--- config.mk ---
export PLATFORM = sky130hd
export DESIGN_NAME = irq_reg_frontend
export DESIGN_NICKNAME = d
export VERILOG_FILES = /design/src/rtl/irq_fe_pkg.sv /design/src/rtl/irq_fe_decode.sv /design/src/rtl/irq_fe_src_regs.sv /design/src/rtl/irq_fe_ctx_regs.sv /design/src/rtl/irq_reg_frontend.sv
export SDC_FILE = /design/constraint.sdc
export NUM_CORES = 1
export LEC_CHECK = 0
export CORE_UTILIZATION = 51
export CTS_BUF_LIST = sky130_fd_sc_hd__clkbuf_8
export DETAILED_ROUTE_END_ITERATION = 16
export DONT_BUFFER_PORTS = 1
export PLACE_DENSITY = 0.64
export RECOVER_POWER = 100
export SYNTH_ARGS = -nofsm -noshare
export SYNTH_HDL_FRONTEND = slang
export SYNTH_HIERARCHICAL = 1
export SYNTH_SLANG_ARGS = --single-unit
--- constraint.sdc ---
create_clock -name clk -period 6.4 [get_ports clk]
set_input_delay 0.64 -clock clk [delete_from_list [all_inputs] [get_ports clk]]
set_output_delay 0.64 -clock clk [all_outputs]
set_load 0.01 [all_outputs]
--- src/rtl/irq_fe_pkg.sv ---
package irq_fe_pkg;
  localparam int unsigned WORD_W = 32;

  typedef enum logic [2:0] {
    RG_NONE,
    RG_PRIO,
    RG_PEND,
    RG_EN,
    RG_THR,
    RG_CLAIM
  } region_e;
endpackage

--- src/rtl/irq_fe_decode.sv ---
module irq_fe_decode
  import irq_fe_pkg::*;
#(
  parameter int unsigned PRIO_BASE  = 32'h0000,
  parameter int unsigned PEND_BASE  = 32'h1000,
  parameter int unsigned EN_BASE    = 32'h2000,
  parameter int unsigned EN_STRIDE  = 32'h80,
  parameter int unsigned CTX_BASE   = 32'h4000,
  parameter int unsigned CTX_STRIDE = 32'h1000,
  parameter int unsigned N_SRC      = 40,
  parameter int unsigned N_CTX      = 2,
  parameter int unsigned EN_WORDS   = 2,
  parameter int unsigned SRC_IW     = 6,
  parameter int unsigned PW_IW      = 1,
  parameter int unsigned CTX_IW     = 1
) (
  input  logic [WORD_W-1:0] addr,
  output region_e           region,
  output logic              err,
  output logic [SRC_IW-1:0] src_idx,
  output logic [PW_IW-1:0]  word_idx,
  output logic [CTX_IW-1:0] ctx_idx
);
  localparam int unsigned PRIO_LEN = N_SRC * 4;
  localparam int unsigned PEND_LEN = EN_WORDS * 4;
  localparam int unsigned EN_LEN   = N_CTX * EN_STRIDE;
  localparam int unsigned CTX_LEN  = N_CTX * CTX_STRIDE;
  localparam int unsigned EN_SH    = $clog2(EN_STRIDE);
  localparam int unsigned CTX_SH   = $clog2(CTX_STRIDE);

  logic [WORD_W-1:0] off_p, off_d, off_e, off_c, e_sub, c_sub;

  // Offsets wrap when addr is below a base, so one unsigned compare bounds each window.
  assign off_p = addr - PRIO_BASE;
  assign off_d = addr - PEND_BASE;
  assign off_e = addr - EN_BASE;
  assign off_c = addr - CTX_BASE;
  assign e_sub = off_e & (EN_STRIDE - 1);
  assign c_sub = off_c & (CTX_STRIDE - 1);

  always_comb begin
    region   = RG_NONE;
    err      = 1'b1;
    src_idx  = off_p[SRC_IW+1:2];
    word_idx = '0;
    ctx_idx  = '0;
    if (addr[1:0] != 2'b00) begin
      region = RG_NONE;
    end else if (off_p < PRIO_LEN) begin
      region = RG_PRIO;
      err    = 1'b0;
    end else if (off_d < PEND_LEN) begin
      region   = RG_PEND;
      err      = 1'b0;
      word_idx = off_d[PW_IW+1:2];
    end else if (off_e < EN_LEN) begin
      region   = RG_EN;
      ctx_idx  = off_e[EN_SH +: CTX_IW];
      word_idx = e_sub[PW_IW+1:2];
      err      = (e_sub >> 2) >= EN_WORDS;
    end else if (off_c < CTX_LEN) begin
      ctx_idx = off_c[CTX_SH +: CTX_IW];
      if (c_sub == 32'd0) begin
        region = RG_THR;
        err    = 1'b0;
      end else if (c_sub == 32'd4) begin
        region = RG_CLAIM;
        err    = 1'b0;
      end
    end
  end
endmodule

--- src/rtl/irq_fe_src_regs.sv ---
module irq_fe_src_regs
  import irq_fe_pkg::*;
#(
  parameter int unsigned N_SRC    = 40,
  parameter int unsigned N_CTX    = 2,
  parameter int unsigned PRIO_W   = 3,
  parameter int unsigned EN_WORDS = 2,
  parameter int unsigned SRC_IW   = 6,
  parameter int unsigned PW_IW    = 1,
  parameter int unsigned CTX_IW   = 1
) (
  input  logic                     clk,
  input  logic                     rst,
  input  logic                     prio_we,
  input  logic                     en_we,
  input  logic [SRC_IW-1:0]        src_idx,
  input  logic [CTX_IW-1:0]        ctx_idx,
  input  logic [PW_IW-1:0]         word_idx,
  input  logic [WORD_W-1:0]        wdata,
  output logic [N_SRC*PRIO_W-1:0]  prio_flat,
  output logic [N_CTX*N_SRC-1:0]   en_flat,
  output logic [PRIO_W-1:0]        prio_rd,
  output logic [WORD_W-1:0]        en_rd
);
  logic [PRIO_W-1:0] prio_q [N_SRC];
  logic [N_SRC-1:0]  en_q   [N_CTX];
  logic [EN_WORDS*WORD_W-1:0] en_pad;

  for (genvar s = 0; s < N_SRC; s++) begin : g_prio
    always_ff @(posedge clk) begin
      if (rst) prio_q[s] <= '0;
      else if (prio_we && src_idx == SRC_IW'(s)) prio_q[s] <= wdata[PRIO_W-1:0];
    end
    assign prio_flat[s*PRIO_W +: PRIO_W] = prio_q[s];
  end

  for (genvar c = 0; c < N_CTX; c++) begin : g_ctx
    for (genvar s = 0; s < N_SRC; s++) begin : g_bit
      localparam int unsigned WSEL = s / 32;
      localparam int unsigned BSEL = s % 32;
      always_ff @(posedge clk) begin
        if (rst) en_q[c][s] <= 1'b0;
        else if (en_we && ctx_idx == CTX_IW'(c) && word_idx == PW_IW'(WSEL))
          en_q[c][s] <= wdata[BSEL];
      end
    end
    assign en_flat[c*N_SRC +: N_SRC] = en_q[c];
  end

  assign prio_rd = prio_q[src_idx];

  always_comb begin
    en_pad = '0;
    en_pad[N_SRC-1:0] = en_q[ctx_idx];
  end
  assign en_rd = en_pad[word_idx*WORD_W +: WORD_W];

  // State moves only when a write is aimed at it.
  assert_prio_hold_R3: assert property (@(posedge clk) disable iff (rst)
    !prio_we |=> $stable(prio_flat));
  assert_en_hold_R5: assert property (@(posedge clk) disable iff (rst)
    !en_we |=> $stable(en_flat));
endmodule

--- src/rtl/irq_fe_ctx_regs.sv ---
module irq_fe_ctx_regs
  import irq_fe_pkg::*;
#(
  parameter int unsigned N_SRC  = 40,
  parameter int unsigned N_CTX  = 2,
  parameter int unsigned N_PRIO = 7,
  parameter int unsigned PRIO_W = 3,
  parameter int unsigned SRC_IW = 6,
  parameter int unsigned CTX_IW = 1
) (
  input  logic                     clk,
  input  logic                     rst,
  input  logic                     thr_we,
  input  logic                     claim_go,
  input  logic                     cmpl_go,
  input  logic [CTX_IW-1:0]        ctx_idx,
  input  logic [WORD_W-1:0]        wdata,
  output logic [N_CTX*PRIO_W-1:0]  thr_flat,
  output logic [PRIO_W-1:0]        thr_rd,
  output logic                     claim_o,
  output logic [CTX_IW-1:0]        claim_ctx_o,
  output logic                     cmpl_o,
  output logic [CTX_IW-1:0]        cmpl_ctx_o,
  output logic [SRC_IW-1:0]        cmpl_id_o
);
  logic [PRIO_W-1:0] thr_q [N_CTX];
  logic thr_ok, id_ok;

  assign thr_ok = wdata <= N_PRIO;
  assign id_ok  = wdata < N_SRC;

  for (genvar c = 0; c < N_CTX; c++) begin : g_thr
    always_ff @(posedge clk) begin
      if (rst) thr_q[c] <= '0;
      else if (thr_we && thr_ok && ctx_idx == CTX_IW'(c)) thr_q[c] <= wdata[PRIO_W-1:0];
    end
    assign thr_flat[c*PRIO_W +: PRIO_W] = thr_q[c];

    assert_thr_bound_R6: assert property (@(posedge clk) disable iff (rst)
      32'(thr_q[c]) <= N_PRIO);
  end

  assign thr_rd = thr_q[ctx_idx];

  always_ff @(posedge clk) begin
    if (rst) begin
      claim_o     <= 1'b0;
      claim_ctx_o <= '0;
      cmpl_o      <= 1'b0;
      cmpl_ctx_o  <= '0;
      cmpl_id_o   <= '0;
    end else begin
      claim_o <= claim_go;
      cmpl_o  <= cmpl_go && id_ok;
      if (claim_go) claim_ctx_o <= ctx_idx;
      if (cmpl_go && id_ok) begin
        cmpl_ctx_o <= ctx_idx;
        cmpl_id_o  <= wdata[SRC_IW-1:0];
      end
    end
  end

  assert_claim_pulse_R7: assert property (@(posedge clk) disable iff (rst)
    claim_o |=> !claim_o);
  assert_cmpl_range_R8: assert property (@(posedge clk) disable iff (rst)
    cmpl_o |-> (32'(cmpl_id_o) < N_SRC));
  assert_cmpl_pulse_R8: assert property (@(posedge clk) disable iff (rst)
    cmpl_o |=> !cmpl_o);
endmodule

--- src/rtl/irq_reg_frontend.sv ---
module irq_reg_frontend
  import irq_fe_pkg::*;
#(
  parameter int unsigned N_SRC      = 40,
  parameter int unsigned N_CTX      = 2,
  parameter int unsigned N_PRIO     = 7,
  parameter int unsigned PRIO_BASE  = 32'h0000,
  parameter int unsigned PEND_BASE  = 32'h1000,
  parameter int unsigned EN_BASE    = 32'h2000,
  parameter int unsigned EN_STRIDE  = 32'h80,
  parameter int unsigned CTX_BASE   = 32'h4000,
  parameter int unsigned CTX_STRIDE = 32'h1000,
  localparam int unsigned PRIO_W    = $clog2(N_PRIO + 1),
  localparam int unsigned SRC_IW    = $clog2(N_SRC),
  localparam int unsigned CTX_IW    = (N_CTX > 1) ? $clog2(N_CTX) : 1
) (
  input  logic                     clk,
  input  logic                     rst,
  input  logic                     req_valid,
  output logic                     req_ready,
  input  logic                     req_write,
  input  logic [31:0]              req_addr,
  input  logic [31:0]              req_wdata,
  output logic                     resp_valid,
  output logic [31:0]              resp_rdata,
  output logic                     resp_err,
  input  logic [N_SRC-1:0]         pend_i,
  input  logic [N_CTX*SRC_IW-1:0]  claim_id_i,
  output logic [N_SRC*PRIO_W-1:0]  prio_o,
  output logic [N_CTX*N_SRC-1:0]   en_o,
  output logic [N_CTX*PRIO_W-1:0]  thr_o,
  output logic                     claim_o,
  output logic [CTX_IW-1:0]        claim_ctx_o,
  output logic                     cmpl_o,
  output logic [CTX_IW-1:0]        cmpl_ctx_o,
  output logic [SRC_IW-1:0]        cmpl_id_o
);
  localparam int unsigned EN_WORDS = (N_SRC + WORD_W - 1) / WORD_W;
  localparam int unsigned PW_IW    = (EN_WORDS > 1) ? $clog2(EN_WORDS) : 1;
  localparam int unsigned PEND_LEN = EN_WORDS * 4;

  if ((EN_STRIDE & (EN_STRIDE - 1)) != 0 || EN_STRIDE < 4 * EN_WORDS) begin : g_bad_en
    $error("enable stride must be a power of two covering all enable words");
  end
  if ((CTX_STRIDE & (CTX_STRIDE - 1)) != 0 || CTX_STRIDE < 8) begin : g_bad_ctx
    $error("context stride must be a power of two of at least 8");
  end

  region_e           region;
  logic              dec_err, acc, rsp_err, wr_ok, rd_ok;
  logic [SRC_IW-1:0] src_idx;
  logic [PW_IW-1:0]  word_idx;
  logic [CTX_IW-1:0] ctx_idx;
  logic [PRIO_W-1:0] prio_rd, thr_rd;
  logic [31:0]       en_rd, rd_val;
  logic [EN_WORDS*WORD_W-1:0] pend_pad;

  irq_fe_decode #(
    .PRIO_BASE(PRIO_BASE), .PEND_BASE(PEND_BASE), .EN_BASE(EN_BASE),
    .EN_STRIDE(EN_STRIDE), .CTX_BASE(CTX_BASE), .CTX_STRIDE(CTX_STRIDE),
    .N_SRC(N_SRC), .N_CTX(N_CTX), .EN_WORDS(EN_WORDS),
    .SRC_IW(SRC_IW), .PW_IW(PW_IW), .CTX_IW(CTX_IW)
  ) u_dec (
    .addr(req_addr), .region(region), .err(dec_err),
    .src_idx(src_idx), .word_idx(word_idx), .ctx_idx(ctx_idx)
  );

  // One request in flight: the cycle a response is out, no new request enters.
  assign req_ready = !resp_valid;
  assign acc       = req_valid && req_ready;
  assign rsp_err   = dec_err || (req_write && region == RG_PEND);
  assign wr_ok     = acc && req_write && !dec_err;
  assign rd_ok     = acc && !req_write && !dec_err;

  irq_fe_src_regs #(
    .N_SRC(N_SRC), .N_CTX(N_CTX), .PRIO_W(PRIO_W), .EN_WORDS(EN_WORDS),
    .SRC_IW(SRC_IW), .PW_IW(PW_IW), .CTX_IW(CTX_IW)
  ) u_src (
    .clk(clk), .rst(rst),
    .prio_we(wr_ok && region == RG_PRIO),
    .en_we(wr_ok && region == RG_EN),
    .src_idx(src_idx), .ctx_idx(ctx_idx), .word_idx(word_idx), .wdata(req_wdata),
    .prio_flat(prio_o), .en_flat(en_o), .prio_rd(prio_rd), .en_rd(en_rd)
  );

  irq_fe_ctx_regs #(
    .N_SRC(N_SRC), .N_CTX(N_CTX), .N_PRIO(N_PRIO), .PRIO_W(PRIO_W),
    .SRC_IW(SRC_IW), .CTX_IW(CTX_IW)
  ) u_ctx (
    .clk(clk), .rst(rst),
    .thr_we(wr_ok && region == RG_THR),
    .claim_go(rd_ok && region == RG_CLAIM),
    .cmpl_go(wr_ok && region == RG_CLAIM),
    .ctx_idx(ctx_idx), .wdata(req_wdata),
    .thr_flat(thr_o), .thr_rd(thr_rd),
    .claim_o(claim_o), .claim_ctx_o(claim_ctx_o),
    .cmpl_o(cmpl_o), .cmpl_ctx_o(cmpl_ctx_o), .cmpl_id_o(cmpl_id_o)
  );

  always_comb begin
    pend_pad = '0;
    pend_pad[N_SRC-1:0] = pend_i;
    rd_val = '0;
    case (region)
      RG_PRIO:  rd_val = 32'(prio_rd);
      RG_PEND:  rd_val = pend_pad[word_idx*WORD_W +: WORD_W];
      RG_EN:    rd_val = en_rd;
      RG_THR:   rd_val = 32'(thr_rd);
      RG_CLAIM: rd_val = 32'(claim_id_i[ctx_idx*SRC_IW +: SRC_IW]);
      default:  rd_val = '0;
    endcase
  end

  always_ff @(posedge clk) begin
    if (rst) begin
      resp_valid <= 1'b0;
      resp_rdata <= '0;
      resp_err   <= 1'b0;
    end else begin
      resp_valid <= acc;
      if (acc) begin
        resp_err   <= rsp_err;
        resp_rdata <= (req_write || rsp_err) ? '0 : rd_val;
      end
    end
  end

  assert_one_response_R1: assert property (@(posedge clk) disable iff (rst)
    acc |=> resp_valid);
  assert_single_beat_R1: assert property (@(posedge clk) disable iff (rst)
    resp_valid |=> !resp_valid);
  assert_misaligned_err_R2: assert property (@(posedge clk) disable iff (rst)
    (acc && req_addr[1:0] != 2'b00) |=>
      (resp_valid && resp_err && resp_rdata == '0 && !claim_o && !cmpl_o));
  assert_pend_write_err_R4: assert property (@(posedge clk) disable iff (rst)
    (acc && req_write && (req_addr - PEND_BASE) < PEND_LEN) |=> resp_err);
endmodule

==> metrics.cfg, run 1 <==
[timing]
layout_min_cycle_time_ns=5.51
setup_viol=0
fin_crit_sh=0.861
setup_tns_ns=0
slew_violations=35
whs_ns=0.167
fmax_mhz=181
fin_skew_ns=0.0174
tightest_slew_ns=2.07
hold_violations=0
max_slew_margin=-0.391
rsz0062_at_grt=false

[route]
wl_um=38400
routedWlPerCell_um=26.9
first_pass_iters=4
drt-initial-drc-count=836
ant_nets=0
vias=8931
vias_per_cell=6.26
drc=0

[cells_and_area]
final_cells=1427
fillers=2112
nNetsFinal=1196
diodes=0
layout_commonest_cell=edfxtp_1
drive_gt1_frac=0.0979
synthToLayoutAreaGrowth_pct=5.67
mostFrequentLayoutCells=edfxtp_1 (206), and2_1 (97), and2_0 (88)

[pwr]
p_per_area_mw_per_mm2=244
p_leak_nw=4.55
power_mw=3.34
ir_drop_uv=183

[synth]
synth_area_mm2=0.0130
ys_warn_count=6
synth_edf_count=206
ys_seq_elements=250
async_flop_share=0
syn_avg_cell_area_um2=11.7
syn-num-nets=1226
ys_seq_area_frac=0.546
ys_types=81
synth_top_flop_cell=edfxtp_1
syn_inst=1104

[cts]
root_buffer=clkbuf_8
cts_buffers=43
h-tree-depth=2
cts.sinks=250
clockBufferDepth=3
path_clk_slew_ns=0.06
postCtsSetupRepairBufs=0
cts_resized=0
clk_latency_ns=0.54
cts_tree=built
hold_buffers=0

[worst_setup_path]
critPathLaunchType=input port
slowest_stage=nor2_1
required_ns=6.86
cp_max_fo=24
crit_chain=nor4_1, nand3_1, or4b_2, xnor2_1, or4bb_1, a21oi_1, clkbuf_1, or3b_1, nor2_1, a22oi_1, o21ai_1
critical_path_class=input port to flop
cp_slowest_stage_delay_ns=1.42
arrival_ns=5.97
cp-end-kind=flop

[floorplanning]
fp.dieH_um=161
die_w_um=161
die_area_mm2=0.0260
ioPinCount=371
coreArea_mm2=0.0246
initial_utilization=0.526
placementRows=57

[placement]
placed_cells=1353
place_congestion=0.934
io_buffers=0
dp_hpwl_um=27400

[global_routing]
antenna_found_initial=0
grt_pass1_wl_um=56000
overflow=0
grt_pass1_vias=8646
grt_max_degree=73
track_usage=0.288

[outcome]
violations=max-capacitance violations, max-slew violations
status=finished, violations left

[hold_path]
holdCritPathClass=input port to flop

[job]
cap_violations=2

## worst max-delay path, delay by kind of cell
family,cells,cell delay [ns]
AO/OA/AOI/OAI,3,0.74
XOR/XNOR,1,0.16
buffers and inverters,1,0.42
AND/OR/NAND/NOR,6,3.97
## where the power goes
| group | switching (mW) | total [mW] | leakage, nW | internal [mW] |
|---|---|---|---|---|
| Combinational | 0.0903 | 0.162 | 1.81 | 0.0713 |
| Clock | 0.629 | 1.25 | 0.435 | 0.623 |
| Sequential | 0.0996 | 1.93 | 2.31 | 1.83 |
| Total | 0.819 | 3.34 | 4.55 | 2.52 |
## worst paths after layout
check | startpoint | to | slack [ns] | depth (start not counted)
max | req_addr[23] | resp_rdata[19] | 0.89 | 11
min | rst | u_ctx/claim_ctx_o | 0.17 | 1
max reg2reg | resp_valid | u_src/prio_q[31][2] | 3.31 | 6
min reg2reg | resp_rdata[31] | resp_rdata[31] | 0.49 | 2
## synth_stat cells, drive strengths merged (7+ instances only)
cell | instances | area share
mux2i | 72 | 0.056
dfxtp | 44 | 0.068
clkbuf | 41 | 0.012
nand2 | 62 | 0.018
nand4 | 10 | 0.0048
nor4 | 14 | 0.0079
o21bai | 26 | 0.015
edfxtp | 206 | 0.48
and3 | 28 | 0.014
nor3 | 18 | 0.0070
a21oi | 10 | 0.0039
a22oi | 38 | 0.022
mux4 | 26 | 0.045
or4 | 7 | 0.0046
nor2b | 11 | 0.0055
nand2b | 21 | 0.010
and2 | 185 | 0.089
nand3 | 15 | 0.0066
nor2 | 87 | 0.026
a21o | 12 | 0.0070
buf | 43 | 0.025
inv | 13 | 0.0038
o21ai | 35 | 0.014
## sequential cells by signal, summed over array words and instances, names as in the netlist
name               count
u_src/prio_q         120
u_src/en_q            80
resp_rdata            32
u_ctx/cmpl_id_o        6
u_ctx/thr_q            6
resp_err               1
resp_valid             1
u_ctx/claim_ctx_o      1
u_ctx/claim_o          1
u_ctx/cmpl_ctx_o       1
u_ctx/cmpl_o           1
## through the flow
stage	util	setup slack, ns	cell area, um^2
after CTS	0.558	1.43	13700
after global placement	0.529	0.916	13000
final	0.556	0.889	13700
after floorplan	-	1.50	13000
after global routing	0.556	0.551	13700
after detailed placement	0.529	0.852	13000
## logic make-up (layout without fill, tap and decap cells)
group                      Yosys count  count (layout)  synth area share
and+or+nand+nor                    483             483             0.212
adders and majority gates            2               2           0.00193
muxes                              104             104             0.106
buffers and inverters               97              96            0.0409
xor gates and xnor gates             5               5           0.00338
DFF                                250             250             0.546
AOI/OAI and AO/OA                  163             163            0.0904
## layer usage
metal | GRT usage | share of wire
met5 | 0 | 0
met4 | 0.0832 | 0.025
met3 | 0.119 | 0.13
met2 | 0.447 | 0.46
met1 | 0.370 | 0.39
## final cells by class
| cell class | instances | area, um^2 | share of cell area |
|---|---|---|---|
| Timing Repair Buffer | 9 | 88.8 | 0.00649 |
| Multi-Input combinational cell | 757 | 5360 | 0.392 |
| Sequential cell | 250 | 7070 | 0.516 |
| Inverter | 13 | 48.8 | 0.00356 |
| Tap cell | 324 | 405 | 0.0296 |
| Clock buffer | 43 | 592 | 0.0432 |
| Clock inverter | 31 | 126 | 0.00923 |
Note: power is estimated with default switching activity, not from simulation.
==> run 2, diff against run 1 <==
--- a/config.mk
+++ b/config.mk
@@ -5,12 +5,13 @@
 export SDC_FILE = /design/constraint.sdc
 export NUM_CORES = 1
 export LEC_CHECK = 0
+export CAP_MARGIN = 20
 export CORE_UTILIZATION = 51
 export CTS_BUF_LIST = sky130_fd_sc_hd__clkbuf_8
 export DETAILED_ROUTE_END_ITERATION = 16
 export DONT_BUFFER_PORTS = 1
 export PLACE_DENSITY = 0.64
-export RECOVER_POWER = 100
+export RECOVER_POWER = 50
 export SYNTH_ARGS = -nofsm -noshare
 export SYNTH_HDL_FRONTEND = slang
 export SYNTH_HIERARCHICAL = 1
==> metrics.cfg, run 2 (synthesis results as in run 1) <==
[worst_setup_path]
slowest_stage=a211oi_1  ; was nor2_1
cp_max_fo=10  ; was 24
cp_slowest_stage_delay_ns=1.66  ; was 1.42 ns
arrival_ns=5.83  ; was 5.97 ns
required_ns=6.80  ; was 6.86 ns
critical_path_class=input port to flop  ; unchanged
crit_chain=nor4_1, nand3_1, or4b_2, xnor2_1, or4bb_1, a211oi_1, inv_1, nor3_1, and2_1  ; was nor4_1, nand3_1, or4b_2, xnor2_1, or4bb_1, a21oi_1, clkbuf_1, or3b_1, nor2_1, a22oi_1, o21ai_1
critPathLaunchType=input port  ; unchanged
rrSetupSlack_ns=3.35  ; was 3.31 ns
cp-end-kind=flop  ; unchanged

[pwr]
p_leak_nw=4.61  ; was 4.55 nW
p_per_area_mw_per_mm2=244  ; about the same
ir_drop_uv=182  ; was 183 uV
power_mw=3.34  ; about the same

[placement]
placed_cells=1353  ; unchanged
dp_hpwl_um=27400  ; unchanged
place_congestion=0.934  ; unchanged
io_buffers=0  ; unchanged
dp_slack_ns=0.852  ; unchanged
dpl-instance-area_mm2=0.0130  ; unchanged

[route]
drt-initial-drc-count=922  ; was 836
wl_um=38400  ; about the same
drc=0  ; unchanged
first_pass_iters=4  ; unchanged
routedWlPerCell_um=26.9  ; about the same
vias_per_cell=6.30  ; was 6.26
ant_nets=0  ; unchanged
vias=8987  ; was 8931

[timing]
rsz0062_at_grt=false  ; unchanged
fmax_mhz=184  ; was 181 MHz
layout_min_cycle_time_ns=5.42  ; was 5.51 ns
worst_slack_ns=0.976  ; was 0.889 ns
hold_violations=0  ; unchanged
slew_violations=10  ; was 35
tightest_slew_ns=2.08  ; was 2.07 ns
whs_ns=0.167  ; about the same
fin_skew_ns=0.0188  ; was 0.0174 ns
fin_crit_sh=0.848  ; was 0.861
max_slew_margin=-0.396  ; was -0.391
setup_tns_ns=0  ; unchanged
setup_viol=0  ; unchanged

[cells_and_area]
nNetsFinal=1196  ; unchanged
mostFrequentLayoutCells=edfxtp_1 (206), and2_1 (168), nor2_1 (84)  ; was edfxtp_1 (206), and2_1 (97), and2_0 (88)
synthToLayoutAreaGrowth_pct=5.73  ; was 5.67%
drive_gt1_frac=0.0988  ; was 0.0979
final_cells=1427  ; unchanged
largest_reg_flops=120  ; unchanged
utilization=0.557  ; was 0.556
diodes=0  ; unchanged
stdcell_area_mm2=0.0137  ; about the same
regMostFlops=u_src/prio_q  ; unchanged
largestRegisters=u_src/prio_q x120, u_src/en_q x80, resp_rdata x32  ; unchanged
layout_commonest_cell=edfxtp_1  ; unchanged

[cts]
cts_buffers=43  ; unchanged
postCtsSetupRepairBufs=0  ; unchanged
cts.sinks=250  ; unchanged
path_clk_slew_ns=0.06  ; about the same
cts_tree=built  ; unchanged
clockBufferDepth=3  ; unchanged
clk_latency_ns=0.54  ; about the same
root_buffer=clkbuf_8  ; unchanged
cts_resized=0  ; unchanged
hold_buffers=0  ; unchanged
h-tree-depth=2  ; unchanged

[global_routing]
overflow=0  ; unchanged
track_usage=0.288  ; unchanged
grt_pass1_wl_um=56000  ; unchanged
grt_pass1_vias=8646  ; unchanged
antenna_found_initial=0  ; unchanged
grt_max_degree=73  ; unchanged

[floorplanning]
die_area_mm2=0.0260  ; unchanged
coreArea_mm2=0.0246  ; unchanged
placementRows=57  ; unchanged
ioPinCount=371  ; unchanged
die_w_um=161  ; unchanged
fp.dieH_um=161  ; unchanged
initial_utilization=0.526  ; unchanged

[job]
cap_violations=1  ; was 2

[outcome]
violations=max-capacitance violations, max-slew violations  ; unchanged
status=finished, violations left  ; unchanged

[hold_path]
holdCritPathClass=input port to flop  ; unchanged

[run 2: cell counts in the layout (fill, tap and decap cells not counted)]
No cell type changed its count.
[run 2: critical path: cells and delay by family]
kind	cells	cell delay, ns
buffers and inverters	1	0.29
AOI/OAI and AO/OA	1	1.66
and+or+nand+nor	6	3.08
xor gates and xnor gates	1	0.16
[run 2: report_power, final]
part / total (mW) / leakage (nW) / switching, mW / internal [mW]
logic: 0.162 / 1.87 / 0.0902 / 0.0713
clock network: 1.25 / 0.435 / 0.628 / 0.623
registers: 1.93 / 2.31 / 0.0997 / 1.83
total: 3.34 / 4.61 / 0.818 / 2.52
[run 2: worst paths after layout]
kind	from	cells past startpoint	endpoint
setup / recovery	req_addr[23]	9	u_src/en_q[1][36]
hold / removal	rst	1	u_ctx/claim_ctx_o
setup reg to reg	resp_valid	6	u_src/prio_q[31][2]
hold reg to reg	resp_rdata[25]	2	resp_rdata[25]
[run 2: cell type report]
type | instances | area [um^2]
Inverter | 13 | 48.8
Multi-Input combinational cell | 757 | 5370
Sequential cell | 250 | 7070
Fill cell | 2111 | 10900
Clock buffer | 43 | 592
Timing Repair Buffer | 9 | 88.8
Clock inverter | 31 | 126
Tap cell | 324 | 405
[run 2: per-layer routing]
layer | GRT usage | vias up | part of all wire
li1 | - | 3994 | -
met5 | 0 | - | 0
met2 | 0.447 | 487 | 0.46
met1 | 0.370 | 4440 | 0.39
met3 | 0.119 | 66 | 0.13
met4 | 0.0832 | 0 | 0.024
